[src/rtl/sop_pkg.sv]
package sop_pkg;

    typedef enum logic [1:0] {
        CELL_OPEN = 2'b00,
        CELL_NEG  = 2'b01,
        CELL_POS  = 2'b10,
        CELL_KILL = 2'b11
    } cell_e;

    // Contribution of one AND-plane cell to its product term.
    function automatic logic cell_pass(input logic [1:0] code, input logic x);
        logic r;
        case (cell_e'(code))
            CELL_OPEN: r = 1'b1;
            CELL_NEG:  r = ~x;
            CELL_POS:  r = x;
            CELL_KILL: r = 1'b0;
        endcase
        return r;
    endfunction

endpackage

[src/rtl/sop_pers_store.sv]
module sop_pers_store #(
    parameter int N_IN   = 3,
    parameter int N_TERM = 5,
    parameter int N_OUT  = 4,
    parameter int ROW_W  = 3
) (
    input  logic                               clk,
    input  logic                               rst_n,
    input  logic                               wr_en,
    input  logic [ROW_W-1:0]                   wr_row,
    input  logic [2*N_IN-1:0]                  wr_and,
    input  logic [N_OUT-1:0]                   wr_or,
    output logic [N_TERM-1:0][2*N_IN-1:0]      and_pers,
    output logic [N_TERM-1:0][N_OUT-1:0]       or_pers
);
    localparam int AW = 2 * N_IN;

    for (genvar t = 0; t < N_TERM; t++) begin : g_row
        logic          hit;
        logic [AW-1:0] and_q;
        logic [N_OUT-1:0] or_q;

        // Rows at or above N_TERM never match, so their writes are dropped.
        assign hit = wr_en && (wr_row == ROW_W'(t));

        always_ff @(posedge clk or negedge rst_n) begin
            if (!rst_n) begin
                and_q <= '0;
                or_q  <= '0;
            end else if (hit) begin
                and_q <= wr_and;
                or_q  <= wr_or;
            end
        end

        assign and_pers[t] = and_q;
        assign or_pers[t]  = or_q;
    end

endmodule

[src/rtl/sop_and_plane.sv]
module sop_and_plane #(
    parameter int N_IN   = 3,
    parameter int N_TERM = 5
) (
    input  logic [N_IN-1:0]                    in_vec,
    input  logic [N_TERM-1:0][2*N_IN-1:0]      and_pers,
    output logic [N_TERM-1:0]                  term_vec
);
    import sop_pkg::*;

    for (genvar t = 0; t < N_TERM; t++) begin : g_term
        logic acc;
        always_comb begin
            acc = 1'b1;
            for (int i = 0; i < N_IN; i++) begin
                acc = acc & cell_pass(and_pers[t][2*i +: 2], in_vec[i]);
            end
        end
        assign term_vec[t] = acc;
    end

endmodule

[src/rtl/sop_or_plane.sv]
module sop_or_plane #(
    parameter int N_TERM = 5,
    parameter int N_OUT  = 4
) (
    input  logic [N_TERM-1:0]                  term_vec,
    input  logic [N_TERM-1:0][N_OUT-1:0]       or_pers,
    output logic [N_OUT-1:0]                   f_out
);
    for (genvar k = 0; k < N_OUT; k++) begin : g_sum
        logic acc;
        always_comb begin
            acc = 1'b0;
            for (int t = 0; t < N_TERM; t++) begin
                acc = acc | (term_vec[t] & or_pers[t][k]);
            end
        end
        assign f_out[k] = acc;
    end

endmodule

[src/rtl/sop_logic_array.sv]
module sop_logic_array #(
    parameter int N_IN   = 3,
    parameter int N_TERM = 5,
    parameter int N_OUT  = 4,
    localparam int ROW_W = (N_TERM > 1) ? $clog2(N_TERM) : 1
) (
    input  logic                clk,
    input  logic                rst_n,
    input  logic                wr_en,
    input  logic [ROW_W-1:0]    wr_row,
    input  logic [2*N_IN-1:0]   wr_and,
    input  logic [N_OUT-1:0]    wr_or,
    input  logic [N_IN-1:0]     in_vec,
    output logic [N_OUT-1:0]    f_out
);
    logic [N_TERM-1:0][2*N_IN-1:0] and_pers;
    logic [N_TERM-1:0][N_OUT-1:0]  or_pers;
    logic [N_TERM-1:0]             term_vec;

    sop_pers_store #(
        .N_IN(N_IN), .N_TERM(N_TERM), .N_OUT(N_OUT), .ROW_W(ROW_W)
    ) u_store (
        .clk(clk), .rst_n(rst_n), .wr_en(wr_en), .wr_row(wr_row),
        .wr_and(wr_and), .wr_or(wr_or),
        .and_pers(and_pers), .or_pers(or_pers)
    );

    sop_and_plane #(.N_IN(N_IN), .N_TERM(N_TERM)) u_and (
        .in_vec(in_vec), .and_pers(and_pers), .term_vec(term_vec)
    );

    sop_or_plane #(.N_TERM(N_TERM), .N_OUT(N_OUT)) u_or (
        .term_vec(term_vec), .or_pers(or_pers), .f_out(f_out)
    );

endmodule

[config.mk]
export PLATFORM = sky130hd
export DESIGN_NAME = sop_logic_array
export DESIGN_NICKNAME = d
export VERILOG_FILES = /design/src/rtl/sop_pkg.sv /design/src/rtl/sop_pers_store.sv /design/src/rtl/sop_and_plane.sv /design/src/rtl/sop_or_plane.sv /design/src/rtl/sop_logic_array.sv
export SDC_FILE = /design/constraint.sdc
export NUM_CORES = 1
export LEC_CHECK = 0
export BUFFER_PORTS_ARGS = -buffer_cell sky130_fd_sc_hd__buf_2
export CAP_MARGIN = 10
export CORE_UTILIZATION = 40
export CTS_CLUSTER_DIAMETER = 30
export DETAILED_ROUTE_END_ITERATION = 10
export PLACE_DENSITY = 0.54
export SYNTH_ARGS = -nofsm -noshare
export SYNTH_HDL_FRONTEND = slang
export SYNTH_SLANG_ARGS = --single-unit
[constraint.sdc]
create_clock -name clk -period 2.4 [get_ports clk]
set_clock_uncertainty 0.2 [all_clocks]
set_input_delay 0 -clock clk [delete_from_list [all_inputs] [get_ports clk]]
set_output_delay 0 -clock clk [all_outputs]
set_load 0.005 [all_outputs]
# ---- After elaboration in Yosys (flattened, before gate mapping)
# Index checks and enable logic that the tools add are counted.
# W data, S select, Z words.
dict set report op_classes {
  add_sub_neg 0
  multipliers 0
  n_div 0
  order_cmp 0
  eq_ne 49
  shifts 0
  mux 15
  n_bitwise 49
  reduce_logical 21
}
# cell n
set ops {}
lappend ops {{$eq A2 B2 Y1 const B} 30}
lappend ops {{$pmux W1 S4} 15}
lappend ops {{$and A1 B1 Y1} 30}
lappend ops {{$eq A2 B1 Y1 const B} 15}
lappend ops {{$logic_not A2 Y1} 15}
lappend ops {{$or A1 B1 Y1} 16}
lappend ops {{$eq A3 B2 Y1 const B} 2}
lappend ops {{$logic_and A1 B1 Y1} 5}
lappend ops {{$eq A3 B1 Y1 const B} 1}
lappend ops {{$eq A3 B3 Y1 const B} 1}
lappend ops {{$logic_not A3 Y1} 1}
lappend ops {{$not A1 Y1} 3}
dict set report totals {
  register_bits 50
  latch_bits 0
  ramBits 0
  mem_bits_ro 0
  elab_cells 144
  memories 0
}

# ---- Longest topological paths before layout
# Gate-level depths: netlist (run 1).
dict set report depth {
  word_depth 9
  ltp_mapped 6
  ltp_nobuf 4
}

# ---- Cells and area by module
# From an unflattened synthesis (run 1), not the netlist that was laid out.
dict set report unflattened {
  hier_cells 154
  hier_area_um2 2289.7
}
# module instances cells_each area_each_um2 seq_area_each_um2
set modules_own_cells {}
lappend modules_own_cells {sop_pers_store 1 110 1921.8 1251.2}
lappend modules_own_cells {sop_and_plane 1 28 252.7 0.0}
lappend modules_own_cells {sop_or_plane 1 16 115.1 0.0}

# ---- Worst setup path after synthesis (run 1)
# OpenSTA, ideal clock, no wires.
dict set report synth_path {
  kind {reg2out}
  from {register u_store.g_row[4].and_q[3]}
  to {output f_out[0]}
  arrival_ns 1.175
  required_ns 2.200
  setup_slack_ns 1.025
  stages_incl_launch_ff 6
  path_cell_list {dfrtp_1 > mux2_4 > a211oi_2 > nand3_1 > nand4_1 > buf_4}
}
dict set report synth_via {
  elab_chain_len 6
  elab_cells_between_ends 9
  cone_classes {eq/ne (3); mux (1); bitwise (4); reduce/logical (1)}
}
# element line
set synth_lines {}
lappend synth_lines {{start, declared} sop_pers_store.sv:20} ;# logic [AW-1:0] and_q;
lappend synth_lines {{start signal, assigned} sop_pers_store.sv:31} ;# and_q <= wr_and;
lappend synth_lines {{$eq A2 B2 Y1, or another cell as far along} sop_pkg.sv:13} ;# case (cell_e'(code))
lappend synth_lines {{$pmux W1 S4 *} sop_pkg.sv:13}
lappend synth_lines {{$and A1 B1 Y1 * (2 in series)} sop_and_plane.sv:16} ;# acc = acc & cell_pass(and_pers[t][2*i +: 2], in_vec[i]);
lappend synth_lines {{$and A1 B1 Y1 *} sop_or_plane.sv:14} ;# acc = acc | (term_vec[t] & or_pers[t][k]);
lappend synth_lines {{$or A1 B1 Y1 *} sop_or_plane.sv:14}
lappend synth_lines {{end, declared} sop_logic_array.sv:14} ;# output logic [N_OUT-1:0] f_out
# Every way passes the cells marked *; elsewhere a longest branch is shown, timed or not.

# ---- Worst setup path after layout (run 1)
dict set report layout_path {
  from {register u_store.g_row[4].and_q[3]}
  to {output f_out[2]}
}
# The elaborated chain is that of the path after synthesis.

==> metrics.txt, run 1 <==
# TYPE chip_impl_metric gauge
chip_impl_info{name="run_status",value="finished clean"} 1
chip_impl_info{name="tritoncts",value="done"} 1
chip_impl_metric{name="power.ir.vdd_worst",unit="V"} 0.000336
chip_impl_metric{name="routed_wl",unit="µm"} 4580
chip_impl_metric{name="maxCapViolCount",unit=""} 0
chip_impl_metric{name="rows",unit=""} 27
chip_impl_metric{name="detailroute.via_count",unit=""} 1385
chip_impl_metric{name="antenna_violating_nets_left",unit=""} 0
chip_impl_info{name="timing.critical_path.from_type",value="register"} 1
chip_impl_metric{name="avgRoutedWirePerCell",unit="µm"} 17.3
chip_impl_info{name="crit_slowest_cell",value="sky130_fd_sc_hd__dfrtp_1"} 1
chip_impl_info{name="min-delay-start",value="wr_row[1]"} 1
chip_impl_metric{name="final_period_utilization",unit="%"} 76.7
chip_impl_metric{name="min_delay_path_depth",unit=""} 3
chip_impl_metric{name="timing.final.hold_violations",unit=""} 0
chip_impl_info{name="mostFrequentLayoutCells",value="50 x sky130_fd_sc_hd__mux2_2, 50 x sky130_fd_sc_hd__dfrtp_1, 22 x sky130_fd_sc_hd__buf_2, 12 x sky130_fd_sc_hd__dlygate4sd3_1, 11 x sky130_fd_sc_hd__mux2i_1"} 1
chip_impl_metric{name="maxSlewViolCount",unit=""} 0
chip_impl_metric{name="clk_pin_slew_worst_paths",unit="ns"} 0.09
chip_impl_metric{name="post-route-drc-count",unit=""} 0
chip_impl_metric{name="syn_avg_cell_area",unit="µm²"} 14.4
chip_impl_info{name="cts_root_buf",value="sky130_fd_sc_hd__clkbuf_8"} 1
chip_impl_metric{name="dpl.hpwl",unit="µm"} 3340
chip_impl_metric{name="worstRegToRegCells",unit=""} 1
chip_impl_metric{name="worst-endpoint-arrival",unit="ns"} 1.64
chip_impl_metric{name="grt_first_pass_wirelength",unit="µm"} 7410
chip_impl_metric{name="synth-simple-area-share",unit="%"} 8.33
chip_impl_info{name="regToRegStartpoint",value="u_store.g_row[0].and_q[0]$_DFFE_PN0P_"} 1
chip_impl_info{name="timing_worst_setup_path_type",value="reg -> out"} 1
chip_impl_metric{name="final-seq-area",unit="µm²"} 1250
chip_impl_metric{name="drt_pass1_iterations",unit=""} 4
chip_impl_metric{name="grt_pass1_vias",unit=""} 1436
chip_impl_metric{name="hold_ws",unit="ns"} 0.0416
chip_impl_metric{name="post-route-min-period",unit="ns"} 1.84
chip_impl_metric{name="htree_num_levels",unit=""} 2
chip_impl_metric{name="yosys-mux-area-fraction",unit="%"} 30.8
chip_impl_metric{name="timing.critical_path.required",unit="ns"} 2.20
chip_impl_info{name="worstHoldEndpoint",value="u_store.g_row[1].or_q[2]$_DFFE_PN0P_"} 1
chip_impl_metric{name="core_area",unit="µm²"} 5510
chip_impl_metric{name="track_usage",unit="%"} 16.5
chip_impl_metric{name="synthesized_instance_count",unit=""} 158
chip_impl_metric{name="synth_seq_cells",unit=""} 50
chip_impl_metric{name="grt_antenna_before_repair",unit=""} 0
chip_impl_metric{name="final_layout_size_suffix_gt1_share",unit="%"} 45.8
chip_impl_metric{name="synth-compound-area-share",unit="%"} 2.74
chip_impl_metric{name="worst_skew_pair.late_latency",unit="ns"} 0.29
chip_impl_metric{name="place_congestion",unit=""} 0.751
chip_impl_metric{name="start_util",unit="%"} 41.4
chip_impl_metric{name="finish.instance_area",unit="µm²"} 2650
chip_impl_metric{name="synth_sequential_area_ratio",unit="%"} 54.8
chip_impl_metric{name="setup-violations-final",unit=""} 0
chip_impl_metric{name="tightest_slew",unit="ns"} 0.701
chip_impl_metric{name="finalNonFillerCells",unit=""} 264
chip_impl_metric{name="filler_instances",unit=""} 510
chip_impl_metric{name="final_net_count",unit=""} 210
chip_impl_metric{name="p_per_area",unit="nW/µm²"} 821
chip_impl_info{name="setup_repair_after_global_routing_missed_its_margin",value="no"} 1
chip_impl_metric{name="clock_sink_count",unit=""} 50
chip_impl_metric{name="totalNegativeSetupSlack",unit="ns"} 0
chip_impl_info{name="synth_top_family_by_area",value="multiplexers"} 1
chip_impl_metric{name="die_ar",unit="µm²"} 6010
chip_impl_metric{name="globalRouteOverflowTotal",unit=""} 0
chip_impl_metric{name="synth_nets",unit=""} 177
chip_impl_metric{name="post_synth_instance_area",unit="µm²"} 2280
chip_impl_metric{name="grt_max_degree",unit=""} 36
chip_impl_metric{name="die_width",unit="µm"} 77.5
chip_impl_metric{name="io_pins",unit=""} 23
chip_impl_metric{name="r2r_setup_slack",unit="ns"} 1.40
chip_impl_info{name="worstSetupEndpointType",value="output pin"} 1
chip_impl_metric{name="multiInputGateArea",unit="µm²"} 956
chip_impl_metric{name="synth_warnings",unit=""} 0
chip_impl_metric{name="max_clock_freq",unit="MHz"} 543
chip_impl_metric{name="area_growth",unit="%"} 16.1
chip_impl_metric{name="clk_path_buf_depth",unit=""} 2
chip_impl_info{name="crit_path_cell_trace",value="mux2_4, a211oi_2, nand3_1, nand4_1, buf_2"} 1
chip_impl_metric{name="post-place-cells",unit=""} 244
chip_impl_info{name="r2r-end",value="u_store.g_row[0].and_q[0]$_DFFE_PN0P_"} 1
chip_impl_metric{name="antennaDiodeCount",unit=""} 0
chip_impl_metric{name="io_buf_count",unit=""} 22
chip_impl_metric{name="cts-buffers-inserted",unit=""} 5
chip_impl_metric{name="total_leakage_power",unit="nW"} 1.15
chip_impl_info{name="min_path_type",value="in -> reg"} 1
chip_impl_metric{name="placement.cell_area",unit="µm²"} 2420
chip_impl_metric{name="synth.lib_cells_used.distinct",unit=""} 21
chip_impl_metric{name="crit_fanout",unit=""} 4
chip_impl_metric{name="layout.core_utilization",unit="%"} 48.1
chip_impl_metric{name="detail_route.vias_per_cell",unit=""} 5.25
chip_impl_metric{name="die-height",unit="µm"} 77.5
chip_impl_metric{name="slowest_delay",unit="ns"} 0.39
chip_impl_metric{name="synth-adder-area-share",unit="%"} 0
chip_impl_metric{name="cts_post_setup_buffers_inserted",unit=""} 0
chip_impl_metric{name="max_slew_margin",unit="%"} 53.1
chip_impl_metric{name="area_share_of_xor_xnor_cells_in_the_synthesized_design",unit="%"} 0
chip_impl_metric{name="first_iter_violations",unit=""} 47
==> sequential cells by signal (all words and copies together) (netlist names) <==
register             flops
u_store.g_row.and_q     30
u_store.g_row.or_q      20
==> what timing repair did <==
item / CTS / global route
gates resized for setup: 0 / 0
hold buffers: 12 / 0
hold endpoints to repair: 100 / 0
==> critical path: cells and delay by family (launching register included) <==
kind	cells	cell delay, ns
buffers and inverters	1	0.12
AOI/OAI and AO/OA	1	0.34
DFF	1	0.39
and+or+nand+nor	2	0.22
muxes	1	0.27
==> worst max-delay path by stage <==
| stage | end | slack, ns | from | depth (start not counted) |
|---|---|---|---|---|
| 2_1_floorplan | f_out[0] | 1.03 | u_store.g_row[4].and_q[3]$_DFFE_PN0P_ | 5 |
| 3_3_place_gp | f_out[2] | 0.89 | u_store.g_row[4].and_q[3]$_DFFE_PN0P_ | 5 |
| 3_5_place_dp | u_store.g_row[2].and_q[4]$_DFFE_PN0P_ | 0.89 | wr_row[2] | 5 |
| 4_1_cts | f_out[2] | 0.55 | u_store.g_row[4].and_q[3]$_DFFE_PN0P_ | 5 |
| 5_1_grt | f_out[0] | 0.46 | u_store.g_row[4].and_q[3]$_DFFE_PN0P_ | 5 |
| 6_report | f_out[2] | 0.56 | u_store.g_row[4].and_q[3]$_DFFE_PN0P_ | 5 |
==> report_power, final <==
part	switching, W	internal, W	total (W)
registers	0.0000995	0.00103	0.00113
clock network	0.000267	0.000312	0.000579
logic	0.000206	0.000264	0.000470
total	0.000572	0.00160	0.00218
==> synthesized netlist by cell type <==
cell                       count  share of area, %
sky130_fd_sc_hd__dfrtp_1      50                55
sky130_fd_sc_hd__mux2_2       50                25
sky130_fd_sc_hd__mux2i_1      11               4.8
sky130_fd_sc_hd__nand3_1       8               1.8
sky130_fd_sc_hd__nand4_1       8               2.2
sky130_fd_sc_hd__buf_4         5               1.6
sky130_fd_sc_hd__a22oi_1       4               1.3
sky130_fd_sc_hd__nand2_1       3              0.49
sky130_fd_sc_hd__and3_1        2              0.55
sky130_fd_sc_hd__buf_2         2              0.44
sky130_fd_sc_hd__buf_6         2              0.99
sky130_fd_sc_hd__mux2_4        2               1.3
sky130_fd_sc_hd__nor2_4        2              0.99
sky130_fd_sc_hd__nor2b_1       2              0.55
sky130_fd_sc_hd__a211oi_2      1              0.55
sky130_fd_sc_hd__a211oi_4      1              0.88
sky130_fd_sc_hd__and2b_1       1              0.33
sky130_fd_sc_hd__clkbuf_2      1              0.22
sky130_fd_sc_hd__nand3_2       1              0.44
sky130_fd_sc_hd__nor3_4        1              0.71
sky130_fd_sc_hd__nor3b_1       1              0.33
==> final cells by class <==
cell class | instances | area share (%)
well taps | 72 | 3.40
repair buffers | 36 | 9.26
clock inverters | 1 | 1.13
clock buffers | 7 | 2.88
flip-flops and latches | 50 | 47.2
multi-input cells | 98 | 36.1
==> cells by family after synthesis <==
kind of cell,after synthesis
muxes,63
DFF,50
AOI/OAI and AO/OA,6
and+or+nand+nor,29
buffers and inverters,10
==> layer usage <==
| metal | global-route usage [%] | up-vias | share of wire (%) |
|---|---|---|---|
| li1 | - | 641 | - |
| met1 | 21.6 | 722 | 44 |
| met2 | 28.0 | 17 | 52 |
| met3 | 3.53 | 5 | 2.8 |
| met4 | 3.96 | 0 | 0.50 |
| met5 | 0 | - | 0 |
==> stage by stage <==
stage	setup slack [ns]	total power, W
after detailed placement	0.886	0.00161
after global routing	0.459	0.00230
after CTS	0.548	0.00220
final	0.559	0.00218
after floorplan	1.03	0.00148
after global placement	0.893	0.00159
Note: power is estimated with default switching activity, not from simulation.
==> run 2: changes to the inputs <==
Settings changed: ABC_AREA set to 1.
Clock period 2.4 ns to 1.8 ns, I/O delays scaled along.
==> metrics.txt, run 2 <==
# TYPE chip_impl_metric gauge
chip_impl_metric{name="synth_seq_cells",unit=""} 50
chip_impl_metric{name="worst_slack",unit="ns"} 0.0845
chip_impl_metric{name="io_pins",unit=""} 23
chip_impl_info{name="regToRegStartpoint",value="u_store.g_row[1].and_q[5]$_DFFE_PN0P_"} 1
chip_impl_metric{name="syn_avg_cell_area",unit="µm²"} 8.00
chip_impl_metric{name="first_iter_violations",unit=""} 164
chip_impl_metric{name="final_layout_size_suffix_gt1_share",unit="%"} 14.8
chip_impl_metric{name="area_share_of_the_leading_cell_type_in_the_synthesized_netlist",unit="%"} 55.4
chip_impl_metric{name="start_util",unit="%"} 42.8
chip_impl_metric{name="clk_pin_slew_worst_paths",unit="ns"} 0.10
chip_impl_metric{name="asyncSetResetFlopFracSynth",unit="%"} 100
chip_impl_metric{name="setup-violations-final",unit=""} 0
chip_impl_metric{name="maxSlewViolCount",unit=""} 0
chip_impl_metric{name="worst-endpoint-arrival",unit="ns"} 1.70
chip_impl_metric{name="worst-path-buf-inv",unit=""} 3
chip_impl_metric{name="filler_instances",unit=""} 531
chip_impl_info{name="tritoncts",value="done"} 1
chip_impl_metric{name="timing.final.hold_violations",unit=""} 18
chip_impl_info{name="timing_worst_setup_path_type",value="in -> reg"} 1
chip_impl_info{name="worstSetupEndpointType",value="register"} 1
chip_impl_metric{name="synth_warnings",unit=""} 0
chip_impl_info{name="setup_repair_after_global_routing_missed_its_margin",value="no"} 1
chip_impl_metric{name="r2r_setup_slack",unit="ns"} 0.41
chip_impl_metric{name="total_leakage_power",unit="nW"} 1.40
chip_impl_info{name="reg_top3",value="u_store.g_row.and_q x30, u_store.g_row.or_q x20"} 1
chip_impl_metric{name="maxCapViolCount",unit=""} 0
chip_impl_metric{name="grt_antenna_before_repair",unit=""} 0
chip_impl_metric{name="crit_fanout",unit=""} 7
chip_impl_metric{name="grt_pass1_vias",unit=""} 1820
chip_impl_metric{name="die-height",unit="µm"} 77.1
chip_impl_metric{name="antenna_violating_nets_left",unit=""} 0
chip_impl_metric{name="grt_first_pass_wirelength",unit="µm"} 9210
chip_impl_metric{name="die_ar",unit="µm²"} 5950
chip_impl_metric{name="cts_post_setup_buffers_inserted",unit=""} 0
chip_impl_info{name="most_frequent_cp_cell",value="sky130_fd_sc_hd__dlygate4sd3_1"} 1
chip_impl_metric{name="routed_wl",unit="µm"} 5330
chip_impl_info{name="cts_root_buf",value="sky130_fd_sc_hd__clkbuf_8"} 1
chip_impl_info{name="timing.critical_path.from_type",value="input pin"} 1
chip_impl_info{name="largest-register",value="u_store.g_row.and_q"} 1
chip_impl_metric{name="core_area",unit="µm²"} 5270
chip_impl_info{name="failed_checks",value="negative hold slack"} 1
chip_impl_info{name="run_status",value="finished with violations"} 1
chip_impl_metric{name="synth_edf_count",unit=""} 0
chip_impl_metric{name="globalRouteOverflowTotal",unit=""} 0
chip_impl_metric{name="number_of_flip_flops_under_the_largest_register_name",unit=""} 30
chip_impl_info{name="r2r-end",value="u_store.g_row[1].and_q[5]$_DFFE_PN0P_"} 1
chip_impl_metric{name="tightest_slew",unit="ns"} 0.651
chip_impl_info{name="final_common_cell",value="sky130_fd_sc_hd__nand2_1"} 1
chip_impl_metric{name="dpl.hpwl",unit="µm"} 3610
chip_impl_info{name="crit_path_cell_trace",value="dlygate4sd3_1, buf_2, nand3b_1, nand2_1, o21ai_0, dlygate4sd3_1"} 1
chip_impl_metric{name="synth_sequential_area_ratio",unit="%"} 55.4
chip_impl_metric{name="track_usage",unit="%"} 20.3
chip_impl_metric{name="post_synth_instance_area",unit="µm²"} 2260
chip_impl_metric{name="synth_nets",unit=""} 301
chip_impl_info{name="cp_top_family",value="buffers and inverters"} 1
chip_impl_metric{name="slowest_delay",unit="ns"} 0.56
chip_impl_metric{name="clock_sink_count",unit=""} 50
chip_impl_info{name="synthMostInstantiatedCell",value="sky130_fd_sc_hd__nand2_1"} 1
chip_impl_metric{name="totalNegativeSetupSlack",unit="ns"} 0
chip_impl_metric{name="worst_skew_pair.late_latency",unit="ns"} 0.30
chip_impl_info{name="synth_ff_type",value="sky130_fd_sc_hd__dfrtp_1"} 1
chip_impl_metric{name="post-route-min-period",unit="ns"} 1.72
chip_impl_metric{name="cts-buffers-inserted",unit=""} 5
chip_impl_metric{name="dpl_worst_slack",unit="ns"} 0.417
chip_impl_metric{name="synthesized_instance_count",unit=""} 282
chip_impl_metric{name="worstRegToRegCells",unit=""} 3
chip_impl_metric{name="htree_num_levels",unit=""} 2
chip_impl_info{name="synth.top_cells.by_area",value="sky130_fd_sc_hd__dfrtp_1 55%, sky130_fd_sc_hd__nand2_1 17%, sky130_fd_sc_hd__o21ai_0 12%, sky130_fd_sc_hd__nand3_1 4.0%, sky130_fd_sc_hd__inv_1 3.8%"} 1
chip_impl_metric{name="final_net_count",unit=""} 336
chip_impl_info{name="post_synth_most_frequent_cells",value="101 x sky130_fd_sc_hd__nand2_1, 52 x sky130_fd_sc_hd__o21ai_0, 50 x sky130_fd_sc_hd__dfrtp_1, 23 x sky130_fd_sc_hd__inv_1, 18 x sky130_fd_sc_hd__nand3_1"} 1
chip_impl_metric{name="grt_max_degree",unit=""} 33
chip_impl_metric{name="power.ir.vdd_worst",unit="V"} 0.000641
chip_impl_metric{name="area_growth",unit="%"} 20.8
chip_impl_metric{name="drt_pass1_iterations",unit=""} 4
chip_impl_metric{name="die_width",unit="µm"} 77.1
chip_impl_info{name="min_path_type",value="in -> async"} 1
chip_impl_metric{name="p_per_area",unit="nW/µm²"} 1060
chip_impl_metric{name="detail_route.vias_per_cell",unit=""} 4.71
chip_impl_metric{name="post-route-drc-count",unit=""} 0
chip_impl_metric{name="antennaDiodeCount",unit=""} 0
chip_impl_metric{name="final_period_utilization",unit="%"} 95.3
chip_impl_metric{name="detailroute.via_count",unit=""} 1829
chip_impl_metric{name="clk_path_buf_depth",unit=""} 2
chip_impl_metric{name="hold_ws",unit="ns"} -0.0183
chip_impl_info{name="synth_largest_area_cell",value="sky130_fd_sc_hd__dfrtp_1"} 1
chip_impl_metric{name="io_buf_count",unit=""} 22
chip_impl_info{name="mostFrequentLayoutCells",value="101 x sky130_fd_sc_hd__nand2_1, 52 x sky130_fd_sc_hd__o21ai_0, 50 x sky130_fd_sc_hd__dfrtp_1, 23 x sky130_fd_sc_hd__inv_1, 22 x sky130_fd_sc_hd__buf_2"} 1
chip_impl_metric{name="max_slew_margin",unit="%"} 56.5
chip_impl_metric{name="place_congestion",unit=""} 0.786
chip_impl_info{name="crit_slowest_cell",value="sky130_fd_sc_hd__dlygate4sd3_1"} 1
chip_impl_metric{name="timing.critical_path.required",unit="ns"} 1.79
chip_impl_metric{name="synth.lib_cells_used.distinct",unit=""} 14
chip_impl_metric{name="rows",unit=""} 26
chip_impl_metric{name="avgRoutedWirePerCell",unit="µm"} 13.7
chip_impl_metric{name="max_clock_freq",unit="MHz"} 583
## run 2: cell count changes in the layout (fill, tap and decap cells not counted), sizes merged, moves of 4 or more
cell   previous run  this run
nor2              2        15
nand4             8         0
mux2             52         0
inv               0        26
a22oi             4         0
nand2             3       101
buf              24        28
nand3             9        18
mux2i            11         0
o21ai             0        52
## run 2: repair_timing
item / 4_1_cts / 5_1_grt
endpoints found under the hold margin: 100 / 0
setup endpoints to repair: 0 / 22
gates resized for setup: 0 / 6
hold buffers: 15 / 0
## run 2: layer usage
layer / track usage, % / wire length (µm)
met5: 0 / 0
met4: 6.98 / 61
met3: 3.21 / 161
met2: 30.4 / 2280
met1: 29.7 / 2820
## run 2: layout make-up
class	instances	area, µm²	area share, %
timing repair buffer	42	308	11.3
clock buffer	5	68.8	2.52
clock inverter	3	45.0	1.65
sequential	50	1250	45.9
inverter	26	97.6	3.58
tap	70	87.6	3.21
multi-input combinational	192	868	31.8
## run 2: power by group
group / internal [W] / total [W] / switching (W) / leakage (nW)
Clock: 0.000414 / 0.000812 / 0.000398 / 0.0504
Sequential: 0.00133 / 0.00145 / 0.000114 / 0.629
Combinational: 0.000268 / 0.000637 / 0.000369 / 0.719
Total: 0.00201 / 0.00289 / 0.000880 / 1.40
## run 2: kinds of logic (layout without fill, tap and decap cells)
group | count (synthesis) | count (layout) | synth area share, %
AOI/OAI and AO/OA | 54 | 54 | 12.1
buffers and inverters | 40 | 76 | 7.32
and+or+nand+nor | 138 | 138 | 25.2
DFF | 50 | 50 | 55.4
## run 2: worst max path at each step
stage,startpoint,endpoint,slack [ns],cells past startpoint
floorplan,u_store.g_row[4].and_q[4]$_DFFE_PN0P_,f_out[2],0.61,8
global placement,u_store.g_row[4].and_q[4]$_DFFE_PN0P_,f_out[3],0.43,8
detailed placement,u_store.g_row[4].and_q[4]$_DFFE_PN0P_,f_out[3],0.42,8
CTS,u_store.g_row[4].and_q[4]$_DFFE_PN0P_,f_out[3],0.07,8
global route,u_store.g_row[3].and_q[4]$_DFFE_PN0P_,f_out[1],0.004,8
finish,wr_row[1],u_store.g_row[1].and_q[5]$_DFFE_PN0P_,0.08,6
## run 2: metrics by stage
step	area, µm²	cells	total power (W)	util, %
after floorplan	2260	282	0.00188	-
after global placement	2440	366	0.00205	46.4
after detailed placement	2440	366	0.00206	46.4
after CTS	2710	389	0.00291	51.4
after global routing	2730	388	0.00310	51.7
final	2730	388	0.00289	51.7
